`src/rtl/inval_walk_pkg.sv`:
```
// Shared types for the invalidation walker.
package inval_walk_pkg;
    typedef enum logic [1:0] {
        WS_IDLE  = 2'd0,
        WS_SWEEP = 2'd1,
        WS_DRAIN = 2'd2
    } walk_state_t;
endpackage

```
`src/rtl/line_valid_array.sv`:
```
// Valid-bit model of the tag array.
// Assumes set and clear never target the same line in one cycle
// (fills are blocked by the caller during a sweep).
module line_valid_array #(
    parameter int NUM_LINES = 8,
    localparam int IDX_W = $clog2(NUM_LINES)
) (
    input  logic             clk,
    input  logic             rst_n,
    input  logic             set_en,
    input  logic [IDX_W-1:0] set_idx,
    input  logic             clr_en,
    input  logic [IDX_W-1:0] clr_idx,
    input  logic [IDX_W-1:0] rd_idx,
    output logic             rd_bit
);
    logic [NUM_LINES-1:0] vbits;

    // Update valid bits on fill (set) and eviction (tag read + write -> clear).
    always_ff @(posedge clk) begin
        if (!rst_n) begin
            vbits <= '0;
        end else begin
            if (set_en) vbits[set_idx] <= 1'b1;
            if (clr_en) vbits[clr_idx] <= 1'b0;
        end
    end

    // Probe read.
    assign rd_bit = vbits[rd_idx];


    line_cleared_chk: assert property (@(posedge clk) disable iff (!rst_n)
        clr_en |=> !vbits[$past(clr_idx)]);
endmodule

```
`src/rtl/evict_pend_ctr.sv`:
```
// Counts evictions issued but not yet answered.
// Flags callbacks that arrive with nothing owed, and does not apply them.
module evict_pend_ctr #(
    parameter int NUM_LINES = 8,
    localparam int CNT_W = $clog2(NUM_LINES + 1)
) (
    input  logic             clk,
    input  logic             rst_n,
    input  logic             active,
    input  logic             issue,
    input  logic             done_in,
    output logic             zero,
    output logic             spurious
);
    logic [CNT_W-1:0] cnt;
    logic             dec;

    // Qualify the callback against the owed count.
    always_comb begin
        spurious = done_in && (!active || cnt == '0);
        dec      = done_in && !spurious;
    end

    // Net increment/decrement of the outstanding count.
    always_ff @(posedge clk) begin
        if (!rst_n) begin
            cnt <= '0;
        end else if (issue && !dec) begin
            cnt <= cnt + 1'b1;
        end else if (dec && !issue) begin
            cnt <= cnt - 1'b1;
        end
    end

    assign zero = (cnt == '0);


    no_overflow_chk: assert property (@(posedge clk) disable iff (!rst_n)
        cnt <= CNT_W'(NUM_LINES));
endmodule

```
`src/rtl/walk_seq.sv`:
```
// Sweep sequencer: steps through line indices 0..NUM_LINES-1, one per accepted
// eviction, then waits for the outstanding count to drain before completing.
// Assumes NUM_LINES >= 2.
module walk_seq
    import inval_walk_pkg::*;
#(
    parameter int NUM_LINES = 8,
    localparam int IDX_W = $clog2(NUM_LINES)
) (
    input  logic             clk,
    input  logic             rst_n,
    input  logic             start,
    input  logic             out_ready,
    input  logic             pend_zero,
    output logic             out_valid,
    output logic [IDX_W-1:0] out_idx,
    output logic             busy,
    output logic             finish,
    output logic             overlap
);
    localparam logic [IDX_W-1:0] LAST = IDX_W'(NUM_LINES - 1);

    walk_state_t state;
    logic [IDX_W-1:0] idx;

    // State and index register.
    always_ff @(posedge clk) begin
        if (!rst_n) begin
            state <= WS_IDLE;
            idx   <= '0;
        end else begin
            case (state)
                WS_IDLE: if (start) begin
                    state <= WS_SWEEP;
                    idx   <= '0;
                end
                WS_SWEEP: if (out_ready) begin
                    if (idx == LAST) state <= WS_DRAIN;
                    else             idx   <= idx + 1'b1;
                end
                WS_DRAIN: if (pend_zero) state <= WS_IDLE;
                default: state <= WS_IDLE;
            endcase
        end
    end

    // Output decode.
    always_comb begin
        out_valid = (state == WS_SWEEP);
        out_idx   = idx;
        busy      = (state != WS_IDLE);
        finish    = (state == WS_DRAIN) && pend_zero;
        overlap   = start && (state != WS_IDLE);
    end


    evict_hold_chk: assert property (@(posedge clk) disable iff (!rst_n)
        (out_valid && !out_ready) |=> (out_valid && $stable(out_idx)));

    idx_step_chk: assert property (@(posedge clk) disable iff (!rst_n)
        (out_valid && out_ready && out_idx != LAST) |=>
            (out_valid && out_idx == $past(out_idx) + 1'b1));

    done_pulse_chk: assert property (@(posedge clk) disable iff (!rst_n)
        finish |=> (!finish && !busy));
endmodule

```
`src/rtl/icache_inval_walker.sv`:
```
// Whole-cache invalidation walker for a read-only instruction cache.
// Holds one sync at a time, sweeps evictions, counts callbacks, and completes
// once. Protocol violations set a sticky error and are otherwise ignored.
module icache_inval_walker #(
    parameter int NUM_LINES = 8,
    localparam int IDX_W = $clog2(NUM_LINES)
) (
    input  logic             clk,
    input  logic             rst_n,
    input  logic             sync_req,
    output logic             sync_done,
    output logic             evict_valid,
    input  logic             evict_ready,
    output logic [IDX_W-1:0] evict_idx,
    input  logic             evict_done,
    input  logic             fill_valid,
    input  logic [IDX_W-1:0] fill_idx,
    output logic             fetch_stall,
    input  logic [IDX_W-1:0] probe_idx,
    output logic             probe_hit,
    output logic             proto_err
);
    logic busy, pend_zero, spurious, overlap, accept;

    walk_seq #(.NUM_LINES(NUM_LINES)) u_seq (
        .clk(clk), .rst_n(rst_n), .start(sync_req), .out_ready(evict_ready),
        .pend_zero(pend_zero), .out_valid(evict_valid), .out_idx(evict_idx),
        .busy(busy), .finish(sync_done), .overlap(overlap)
    );

    assign accept = evict_valid && evict_ready;

    evict_pend_ctr #(.NUM_LINES(NUM_LINES)) u_pend (
        .clk(clk), .rst_n(rst_n), .active(busy), .issue(accept),
        .done_in(evict_done), .zero(pend_zero), .spurious(spurious)
    );

    line_valid_array #(.NUM_LINES(NUM_LINES)) u_tags (
        .clk(clk), .rst_n(rst_n),
        .set_en(fill_valid && !busy), .set_idx(fill_idx),
        .clr_en(accept), .clr_idx(evict_idx),
        .rd_idx(probe_idx), .rd_bit(probe_hit)
    );

    assign fetch_stall = busy;

    // Sticky protocol-error flag.
    always_ff @(posedge clk) begin
        if (!rst_n)                   proto_err <= 1'b0;
        else if (spurious || overlap) proto_err <= 1'b1;
    end


    err_sticky_chk: assert property (@(posedge clk) disable iff (!rst_n)
        proto_err |=> proto_err);

    stall_during_sweep_chk: assert property (@(posedge clk) disable iff (!rst_n)
        evict_valid |-> fetch_stall);
endmodule

```
`config.mk`:
```
export PLATFORM = sky130hd
export DESIGN_NAME = icache_inval_walker
export DESIGN_NICKNAME = d
export VERILOG_FILES = /design/src/rtl/inval_walk_pkg.sv /design/src/rtl/line_valid_array.sv /design/src/rtl/evict_pend_ctr.sv /design/src/rtl/walk_seq.sv /design/src/rtl/icache_inval_walker.sv
export SDC_FILE = /design/constraint.sdc
export NUM_CORES = 1
export LEC_CHECK = 0
export CAP_MARGIN = 5
export CORE_ASPECT_RATIO = 1.75
export CORE_UTILIZATION = 40
export DETAILED_ROUTE_END_ITERATION = 7
export MAX_ROUTING_LAYER = met4
export PLACE_DENSITY_LB_ADDON = 0.1
export SETUP_SLACK_MARGIN = 0.2
export SLEW_MARGIN = 30
export SYNTH_ARGS = -nofsm -noshare
export SYNTH_HDL_FRONTEND = slang
export SYNTH_SLANG_ARGS = --single-unit
export TNS_END_PERCENT = 50
```
`constraint.sdc`:
```
create_clock -name clk -period 3 [get_ports clk]
set_input_delay 0.45 -clock clk [delete_from_list [all_inputs] [get_ports clk]]
set_output_delay 0.45 -clock clk [all_outputs]
set_load 0.1 [all_outputs]
```
; After elaboration in Yosys (flattened, before gate mapping)
; Cells that the tools add are included.
[op_classes]
n_reduce_logical = 23
div = 0
bitwise = 3
addsub = 3
order_cmp = 5
n_eq_ne = 8
shifts = 0
n_mux = 20
mul = 0
[op_table]
columns = operator, n
row1 = $mux W8, 3
row2 = $lt A3 B4 Y1 const B, 3
row3 = $logic_and A1 B1 Y1, 10
row4 = $mux W3, 3
row5 = $and A8 B8 Y8, 1
row6 = $mux W2, 4
row7 = $mux W4, 2
row8 = $not A8 Y8, 1
row9 = $or A8 B8 Y8, 1
row10 = $reduce_and A4 Y1, 2
row11 = $demux W1 S3, 2
row12 = $ge A3 B1 Y1 const B, 2
row13 = $ne A2 B1 Y1 const B, 3
row14 = $pmux W2 S3, 1
row15 = $pmux W3 S2, 1
row16 = $reduce_bool A2 Y1, 3
row17 = $add A4 B1 Y4 const B, 1
row18 = $logic_not A1 Y1, 4
row19 = $logic_not A4 Y1, 1
row20 = $ne A2 B2 Y1 const B, 2
row21 = $sub A4 B1 Y4 const B, 1
row22 = $add A3 B1 Y3 const B, 1
row23 = $bmux W1 S3, 1
row24 = $eq A3 B3 Y1 const B, 1
row25 = 5 further kinds, 8
[word_totals]
memories = 0
latchBits = 0
regBits = 18
in_bits = 12
ram_bits = 0
rom_bits = 0

; Logic depth before layout (Yosys ltp)
; Gate-level depths: netlist of the first run.
[depth]
ltp_word = 9
mapped_depth = 10

; Hierarchy
; Synthesis of the first run repeated with hierarchy kept, for this count alone.
[unflattened]
hier_cells = 95
area_unflattened_um2 = 1001.0
[modules_own_cells]
columns = mod, instances, cells_per_inst, area_per_inst_um2
row1 = line_valid_array, 1, 34, 427.9
row2 = evict_pend_ctr, 1, 30, 279.0
row3 = walk_seq, 1, 27, 252.7
row4 = icache_inval_walker, 1, 4, 41.3

; Worst setup path after synthesis of the first run
; Ideal clock, no wire load.
[synth_timing]
kind = register to register
start = register u_seq.state[1]
end = register u_pend.cnt[3]
t_arrival_ns = 2.584
setup_time_ns = 0.072
path_stages_with_launch = 10
slack_ns = 0.344
cell_sequence = dfxtp_1 -> and2b_1 -> and2_1 -> ha_1 -> inv_1 -> ha_1 -> a21oi_1 -> a211oi_1 -> a31oi_1 -> mux2i_1
[synth_rtl]
columns = element, line
row1 = from (decl), walk_seq.sv:23  ; walk_state_t state;
row2 = from (signal assigned), walk_seq.sv:29  ; state <= WS_IDLE;
row3 = from (signal assigned), walk_seq.sv:34  ; state <= WS_SWEEP;
row4 = from (signal assigned), walk_seq.sv:38  ; if (idx == LAST) state <= WS_DRAIN;
row5 = $eq A2 B1 Y1 (*), walk_seq.sv:49  ; out_valid = (state == WS_SWEEP);
row6 = named net evict_valid, icache_inval_walker.sv:12  ; output logic evict_valid,
row7 = $logic_and A1 B1 Y1 (*), icache_inval_walker.sv:31  ; assign accept = evict_valid && evict_ready;
row8 = $logic_not A1 Y1, evict_pend_ctr.sv:30  ; end else if (dec && !issue) begin
row9 = $logic_and A1 B1 Y1, evict_pend_ctr.sv:30
row10 = $reduce_bool A2 Y1 (no line), n/a
row11 = to (signal assigned), evict_pend_ctr.sv:29  ; cnt <= cnt + 1'b1;
row12 = to (signal assigned), evict_pend_ctr.sv:31  ; cnt <= cnt - 1'b1;
row13 = to (decl), evict_pend_ctr.sv:15  ; logic [CNT_W-1:0] cnt;
; Mark *: on every way through the listed nets, which the timed path passes. The rest lies on a longest branch.
; A chain may end at the register's enable or synchronous reset.

; Final worst setup path of the first run
[layout_timing]
start = register u_pend.cnt[0]
end = register u_pend.cnt[3]
[layout_via]
elab_chain_cells = 8
[layout_lines]
columns = element
row1 = "parallel branches: the longest is 8 deep, another holds $sub A4 B1 Y4"
; Several ways; the timed one is not identified. The select of a mux whose other input is x is not followed.

==> results of run 1 <==
area by class of cell:
| type | count | area [µm²] |
|---|---|---|
| clock buffer | 4 | 55.1 |
| tap | 25 | 31.3 |
| inverter | 2 | 7.51 |
| timing repair buffer | 19 | 183 |
| fill | 225 | 1060 |
| sequential | 18 | 360 |
| multi-input combinational | 86 | 607 |
stage by stage:
stage,util (%),area [µm²],hold WS [ps],cells
2_1_floorplan,-,986,443,109
3_3_place_gp,51.6,1190,464,150
4_1_cts,54.0,1240,490,154
6_report,54.0,1240,485,154
5_1_grt,54.0,1240,527,154
3_5_place_dp,51.6,1190,474,150
worst reg2reg max path, stage by stage, from the launching register on:
cell	delay, ps
dfxtp_1	370
or4_1	570
nand3_1	110
ha_1	160
inv_1	100
ha_1	360
a21oi_1	230
a211oi_1	110
a31oi_1	200
mux2i_1	200
cells by family (layout without fill, tap and decap cells):
group,count (synthesis),after routing,synth area share [%]
AOI/OAI and AO/OA,28,28,17.3
xor gates and xnor gates,2,2,1.78
adders and majority gates,6,6,8.38
buffers and inverters,5,25,1.90
DFF,18,18,36.5
muxes,6,6,9.52
and+or+nand+nor,44,44,24.6
layout by cell type (no fill, tap or decap), types with 2 or more instances in the layout:
master           instances
a22oi_1                  2
clkbuf_8                 4
inv_1                    2
nand3_1                  3
ha_1                     5
nand2_1                  4
and2_1                   3
buf_4                    7
dfxtp_1                 18
xnor2_1                  2
o31ai_1                  4
a21oi_1                  8
nor2b_1                  7
mux2i_1                  3
clkdlybuf4s50_1         11
a21boi_0                 2
nand2b_1                 6
mux4_1                   2
nand3b_1                 2
o21ai_0                  6
nor2_1                  13
a31oi_1                  4
report_power, final:
part,switching [µW],total [µW],internal [µW]
clock network,82.5,199,117
logic,99.4,169,69.8
registers,16.6,271,255
total,198,640,441
routing by layer:
layer | vias up | wire length (µm)
met5 | - | 0
met4 | 0 | 38
met3 | 4 | 63
met2 | 16 | 1170
met1 | 400 | 826
li1 | 432 | -
sequential cells by signal, summed over array words and instances (netlist names):
register / cells
u_tags.vbits: 8
u_pend.cnt: 4
proto_err: 1
u_seq.out_idx: 3
u_seq.state: 2
final timing paths:
kind	from	endpoint	cells after the start
worst max register to register	u_pend.cnt[0]$_SDFFE_PN0P_	u_pend.cnt[3]$_SDFFE_PN0P_	9
worst min register to register	u_tags.vbits[3]$_SDFF_PN0_	u_tags.vbits[3]$_SDFF_PN0_	2
worst min-delay path	u_tags.vbits[3]$_SDFF_PN0_	u_tags.vbits[3]$_SDFF_PN0_	2
worst max-delay path	u_pend.cnt[0]$_SDFFE_PN0P_	u_pend.cnt[3]$_SDFFE_PN0P_	9
==> impl_metrics.yaml, run 1 <==
run_status:
  status: "finished, final reports clean"
worst_setup_path:
  crit_path_cell_trace: "or4_1, nand3_1, ha_1, inv_1, ha_1, a21oi_1, a211oi_1, a31oi_1, mux2i_1"
  crit_top_cell: "ha_1"
  critPathCaptureType: "flop"
  startpoint_type: "flop"
  critPathBufInv: 1
  cp.required_ps: 3190
  cp_max_fo: 5
  crit_family: "simple AND/OR/NAND/NOR gates"
  arrival_ps: 2660
  slowest_delay_ps: 570
  crit_slowest_cell: "or4_1"
  setup.worst_path.class: "flop to flop"
  r2r_setup_slack_ps: 530
route:
  drt_first_iter_violations: 17
  drcViolationCount: 0
  wl_mm: 2.10
  post_drt_via_cell_ratio: 5.53
  ant_nets: 0
  num_vias: 852
  wl_per_cell_um: 13.6
  drtPass1Iterations: 4
logic_synthesis:
  synth-main-ff-cell: "dfxtp_1"
  yosys.cell_count.top_type: "dfxtp_1"
  ys_types: 30
  synth_area_leader_cell: "dfxtp_1"
  synthTopCellsByCount: "dfxtp_1, nor2_1, a21oi_1, nor2b_1"
  postSynthAreaPerCell_um2: 9.05
  synth_fp_nets: 127
  synth_area_um2: 986
  synth_cells: 109
  ys_warn_count: 0
  yosysSeqAreaShare_pct: 36.5
  synth_top_cell_area_share_pct: 36.5
  synthTopCellsByArea: "dfxtp_1, ha_1, mux4_1"
  async_reset_ff_share_pct: 0
  ys_ff_latch: 18
  synth_edf_count: 0
sta:
  fmaxAchievable_mhz: 405
  finalHoldViolations: 0
  worst-slew-pin-transition_ps: 577
  relSlewSlack_pct: 61.4
  fin_skew_ps: 1.76
  setup_viol: 0
  maxSlewViolCount: 0
  finalWorstPathRequiredPeriod_ps: 2470
  setup_tns_ps: 0
  rsz0062_at_grt: "no"
  fin_ws_ps: 530
  fin_crit_sh_pct: 82.3
clock_tree:
  clock_latency_ps: 250
  postCtsSetupBuffers: 0
  clk_pin_slew_ps: 70
  cts_buffer_depth: 2
  cts_resized: 0
  clock-sinks: 18
  cts-root-buf: "clkbuf_8"
  htreeDepth: 1
  cts_tree: "yes"
  cts_made_buffers: 3
  cts_hold_buf: 0
floorplan:
  start_util_pct: 42.8
  die-area_um2: 2680
  die_h_um: 67.7
  coreArea_um2: 2300
  core.rowCount: 23
  io_pins: 20
  die_w_um: 39.5
power:
  power_uw: 640
  power.density_nw_per_um2: 514
  cellLeakagePower_uw: 0.000505
  peakVddDrop_v: 0.000304
global_routing:
  grt_start_max_net_pins: 20
  grt_util_met1_pct: 16.7
  top_usage_layer: "met2"
  grt.met3_usage_pct: 1.97
  grtUsageTotal_pct: 18.7
  grt_pass1_wl_mm: 3.37
  grt_pass1_vias: 841
  met2_usage_pct: 35.9
  grt-ovfl-total: 0
  antenna_found_initial: 0
min_path:
  min_path_type: "flop to flop"
finish:
  syn_to_final_growth_pct: 26.1
  antenna_cells: 0
  final_nets: 148
  layout-drive-gt1-share_pct: 10.9
placement:
  numPortBuffers: 19
  place_congestion: 0.708
  dp_hpwl_mm: 1.70
  dp_slack_ps: 338
flow_run:
  cap_viol_max_count: 0
(Power assumes the default switching activity.)
==> run 2, diff against run 1 <==
clock period = 2.44 ns   (was 3 ns; I/O delays follow)
==> run 2 against run 1 <==
Compared with the run above:
- clock skew decreased by 0.62 ps
- largest power group unchanged
- register-to-register slack got worse by 220 ps
- via count up 3.6%
- clock-buffer cell count unchanged
- die area stayed put
- sequential share of layout area down 2.0 points
==> impl_metrics.yaml, run 2 (synthesized netlist as in run 1, its figures left out) <==
run_status:
  status: "finished, final reports clean"
placement:
  numPortBuffers: 19
  dpl_cell_area_um2: 1230
  dp_hpwl_mm: 1.65
  place_congestion: 0.726
worst_setup_path:
  setup.worst_path.class: "flop to flop"
  crit_slowest_cell: "or4_4"
  critPathCaptureType: "flop"
  arrival_ps: 2270
  startpoint_type: "flop"
  cp.required_ps: 2580
  crit_path_cell_trace: "or4_4, nand3_4, ha_4, inv_2, ha_4, nand3_2, a211oi_1, a31oi_1, mux2i_1"
  slowest_delay_ps: 560
  crit_top_cell: "ha_4"
  crit_family: "simple AND/OR/NAND/NOR gates"
  cp_max_fo: 4
  critPathBufInv: 1
floorplan:
  die_w_um: 39.5
  core.rowCount: 23
  coreArea_um2: 2300
  die-area_um2: 2680
  start_util_pct: 42.8
  die_h_um: 67.7
  io_pins: 20
sta:
  worst-slew-pin-transition_ps: 564
  finalWorstPathRequiredPeriod_ps: 2130
  finalHoldViolations: 0
  setup_viol: 0
  relSlewSlack_pct: 62.3
  fin_skew_ps: 1.14
  fmaxAchievable_mhz: 470
  fin_crit_sh_pct: 87.3
  maxSlewViolCount: 0
  rsz0062_at_grt: "no"
finish:
  finish.instance_area_um2: 1350
  syn_to_final_growth_pct: 36.4
  largest_reg_flops: 8
  nFillCells: 222
  final_nets: 152
  layout_common_cells: "dfxtp_1, nor2_1, clkdlybuf4s50_1, buf_4"
  layout-drive-gt1-share_pct: 22.6
  final_common_cell: "dfxtp_1"
  antenna_cells: 0
  regMostFlops: "u_tags.vbits"
clock_tree:
  cts-root-buf: "clkbuf_8"
  clock_latency_ps: 250
  htreeDepth: 1
  clock-sinks: 18
  cts_made_buffers: 3
  cts_hold_buf: 0
  clk_pin_slew_ps: 70
  cts_tree: "yes"
  cts_buffer_depth: 2
power:
  cellLeakagePower_uw: 0.000528
  power.density_nw_per_um2: 633
  peakVddDrop_v: 0.000497
  power_uw: 852
route:
  wl_per_cell_um: 13.9
  post_drt_via_cell_ratio: 5.59
  drtPass1Iterations: 4
  wl_mm: 2.20
  ant_nets: 0
  num_vias: 883
  drt_first_iter_violations: 9
  drcViolationCount: 0
min_path:
  min_path_type: "flop to flop"
global_routing:
  grt_start_max_net_pins: 20
  grt_pass1_vias: 870
  grtUsageTotal_pct: 19.9
  grt_pass1_wl_mm: 3.65
  grt-ovfl-total: 0
  antenna_found_initial: 0
flow_run:
  cap_viol_max_count: 0
==> run 2: power by group <==
part	switching, µW	total (µW)	internal, µW
sequential	15.8	330	314
clock	101	245	143
combinational	153	277	124
total	270	852	582
==> run 2: path summary, 6_finish.rpt <==
| kind | from | slack [ps] | cells past startpoint | to |
|---|---|---|---|---|
| setup / recovery | u_pend.cnt[1]$_SDFFE_PN0P_ | 310 | 9 | u_pend.cnt[3]$_SDFFE_PN0P_ |
| hold / removal | u_tags.vbits[2]$_SDFF_PN0_ | 490 | 2 | u_tags.vbits[2]$_SDFF_PN0_ |
| setup reg to reg | u_pend.cnt[1]$_SDFFE_PN0P_ | 310 | 9 | u_pend.cnt[3]$_SDFFE_PN0P_ |
| hold reg to reg | u_tags.vbits[2]$_SDFF_PN0_ | 490 | 2 | u_tags.vbits[2]$_SDFF_PN0_ |
==> run 2: what timing repair did <==
| item | CTS | global route |
|---|---|---|
| endpoints found under the setup margin | 2 | 2 |
| resized for setup | 4 | 10 |
| buffers inserted | 0 | 1 |
| pin swaps | 0 | 2 |
==> run 2: cell type report <==
class / count / area [µm²] / area share [%]
clock buffer: 4 / 55.1 / 4.09
inverter: 2 / 7.51 / 0.558
multi-input combinational: 86 / 664 / 49.4
sequential: 18 / 363 / 27.0
tap: 25 / 31.3 / 2.33
timing repair buffer: 23 / 224 / 16.7
==> run 2: worst min-delay path, delay by kind of cell, from the launching register on <==
kind / cells / cell delay [ps]
AOI/OAI and AO/OA: 1 / 40
DFF: 1 / 320
and+or+nand+nor: 1 / 80
==> run 2: per-stage QoR <==
stage          setup TNS, ps  hold slack [ps]  util [%]  std cells  setup WS (ps)
3_5_place_dp               0              473      53.3        153           85.6
2_1_floorplan          -74.9              443         -        109          -74.9
4_1_cts                    0              490      56.2        157            192
5_1_grt                    0              530      58.4        158            193
3_3_place_gp               0              462      53.3        153            120
6_report                   0              486      58.4        158            310
==> run 2: per-layer routing <==
layer	track usage [%]	part of all wire, %	vias to the layer above
met4	9.05	1.7	0
met2	36.3	55	10
met3	1.97	1.8	4
met5	-	0	-
li1	-	-	440
met1	19.8	41	429
==> run 3, diff against run 2 <==
RECOVER_POWER = 25   (was default)
==> run 3 against run 2 <==
Compared with the run above:
- sequential power barely moved
- cell area fell by 1.1%
- clock-buffer cell count is the same
- wire length hardly changed
- critical path depth is the same
- largest power group unchanged
==> impl_metrics.yaml, run 3 (synthesized netlist as in run 1, its figures left out) <==
power:
  switching_share_pct: 31.9
  p_comb_share_pct: 32.1
  pwr-share-seq_pct: 39.0
  power.density_nw_per_um2: 637
  clockPowerShare_pct: 28.9
  peakVddDrop_v: 0.000497
  intPower_uw: 577
  switchingPower_uw: 270
  cellLeakagePower_uw: 0.000512
sta:
  finalHoldViolations: 0
  setup_viol: 0
  finalWorstPathRequiredPeriod_ps: 2140
  relSlewSlack_pct: 22.6
  fin_skew_ps: 1.12
  setup_tns_ps: 0
  fin_crit_sh_pct: 87.8
  worst-slew-pin-transition_ps: 1170
  fmaxAchievable_mhz: 467
  rsz0062_at_grt: "no"
  maxSlewViolCount: 0
floorplan:
  die-area_um2: 2680
  start_util_pct: 42.8
  die_w_um: 39.5
  core.rowCount: 23
  coreArea_um2: 2300
  io_pins: 20
  die_h_um: 67.7
finish:
  antenna_cells: 0
  nFillCells: 225
  layout-drive-gt1-share_pct: 19.5
  regArea_um2: 363
  final_common_cell: "dfxtp_1"
  final_nets: 152
  multi_input_area_um2: 664
  layout_common_cells: "dfxtp_1, nor2_1, clkdlybuf4s50_1"
  syn_to_final_growth_pct: 34.9
  finish.instance_area_um2: 1330
  post-route-util_pct: 57.8
  largest_reg_flops: 8
  regMostFlops: "u_tags.vbits"
  final_cells: 158
clock_tree:
  clk_pin_slew_ps: 70
  cts_hold_buf: 0
  htreeDepth: 1
  clock-sinks: 18
  cts_made_buffers: 3
  clock_latency_ps: 250
  cts-root-buf: "clkbuf_8"
  cts_tree: "yes"
  cts_buffer_depth: 2
worst_setup_path:
  r2r_setup_slack_ps: 300
  startpoint_type: "flop"
  crit_path_cell_trace: "or4_4, nand3_4, ha_4, inv_2, ha_4, nand3_2, a211oi_1, a31oi_1, mux2i_1"
  cp.required_ps: 2580
  crit_top_cell: "ha_4"
  crit_slowest_cell: "or4_4"
  slowest_delay_ps: 560
  critPathCaptureType: "flop"
  setup.worst_path.class: "flop to flop"
  cp_max_fo: 4
  arrival_ps: 2290
global_routing:
  antenna_found_initial: 0
  grt_start_max_net_pins: 20
  grtUsageTotal_pct: 19.9
  grt-ovfl-total: 0
  grt_pass1_wl_mm: 3.65
  grt_pass1_vias: 870
route:
  post_drt_via_cell_ratio: 5.58
  route.met2.wl_mm: 1.22
  drtPass1Iterations: 4
  drt-met1-wl_um: 900
  wl_mm: 2.20
  ant_nets: 0
  wl_per_cell_um: 13.9
  num_vias: 882
  top_layer: "met4"
  drcViolationCount: 0
  wl_met3_um: 39
  drt_first_iter_violations: 9
placement:
  dp_cells: 153
  place_congestion: 0.726
  numPortBuffers: 19
  dpl_cell_area_um2: 1230
  dp_hpwl_mm: 1.65
flow_run:
  cap_viol_max_count: 0
run_status:
  status: "finished, final reports clean"
min_path:
  min_path_type: "flop to flop"
run 3: worst max-delay path: cells and delay by family (launching register included):
| kind | cells | cell delay, ps |
|---|---|---|
| AOI/OAI and AO/OA | 2 | 320 |
| adders and majority gates | 2 | 430 |
| muxes | 1 | 130 |
| buffers and inverters | 1 | 60 |
| and+or+nand+nor | 3 | 760 |
| DFF | 1 | 320 |
run 3: final timing paths:
kind,startpoint,to,cells after the start
min reg2reg,u_tags.vbits[2]$_SDFF_PN0_,u_tags.vbits[2]$_SDFF_PN0_,2
max reg2reg,u_pend.cnt[1]$_SDFFE_PN0P_,u_pend.cnt[3]$_SDFFE_PN0P_,9
min,u_tags.vbits[2]$_SDFF_PN0_,u_tags.vbits[2]$_SDFF_PN0_,2
max,u_pend.cnt[1]$_SDFFE_PN0P_,u_pend.cnt[3]$_SDFFE_PN0P_,9
run 3: repair_timing:
item,in CTS,in global routing
buffers inserted,0,1
pin swaps,0,2
endpoints found under the hold margin,0,0
gates cloned,0,0
setup endpoints to repair,2,2
resized for setup,4,10
run 3: per-stage QoR:
stage / total power, µW / setup slack [ps] / hold slack (ps)
2_1_floorplan: 490 / -74.9 / 443
3_3_place_gp: 557 / 120 / 462
3_5_place_dp: 560 / 85.6 / 473
4_1_cts: 819 / 192 / 490
5_1_grt: 885 / 185 / 530
6_report: 847 / 298 / 486
run 3: power by group through the flow:
stage	registers (µW)	clock network [µW]	logic (µW)
after floorplan	355	0	135
after global placement	333	0	224
after detailed placement	334	0	227
after CTS	328	256	235
after global routing	332	259	293
final	330	245	272
run 3: area by class of cell:
type / instances / area share, %
flip-flops and latches: 18 / 27.3
clock buffers: 4 / 4.14
repair buffers: 23 / 15.7
well taps: 25 / 2.35
inverters: 2 / 0.564
multi-input cells: 86 / 50.0
run 3: layer usage:
metal,vias up,track usage [%]
li1,440,-
met1,428,19.8
met2,10,36.3
met3,4,1.97
met4,0,9.05
met5,-,-
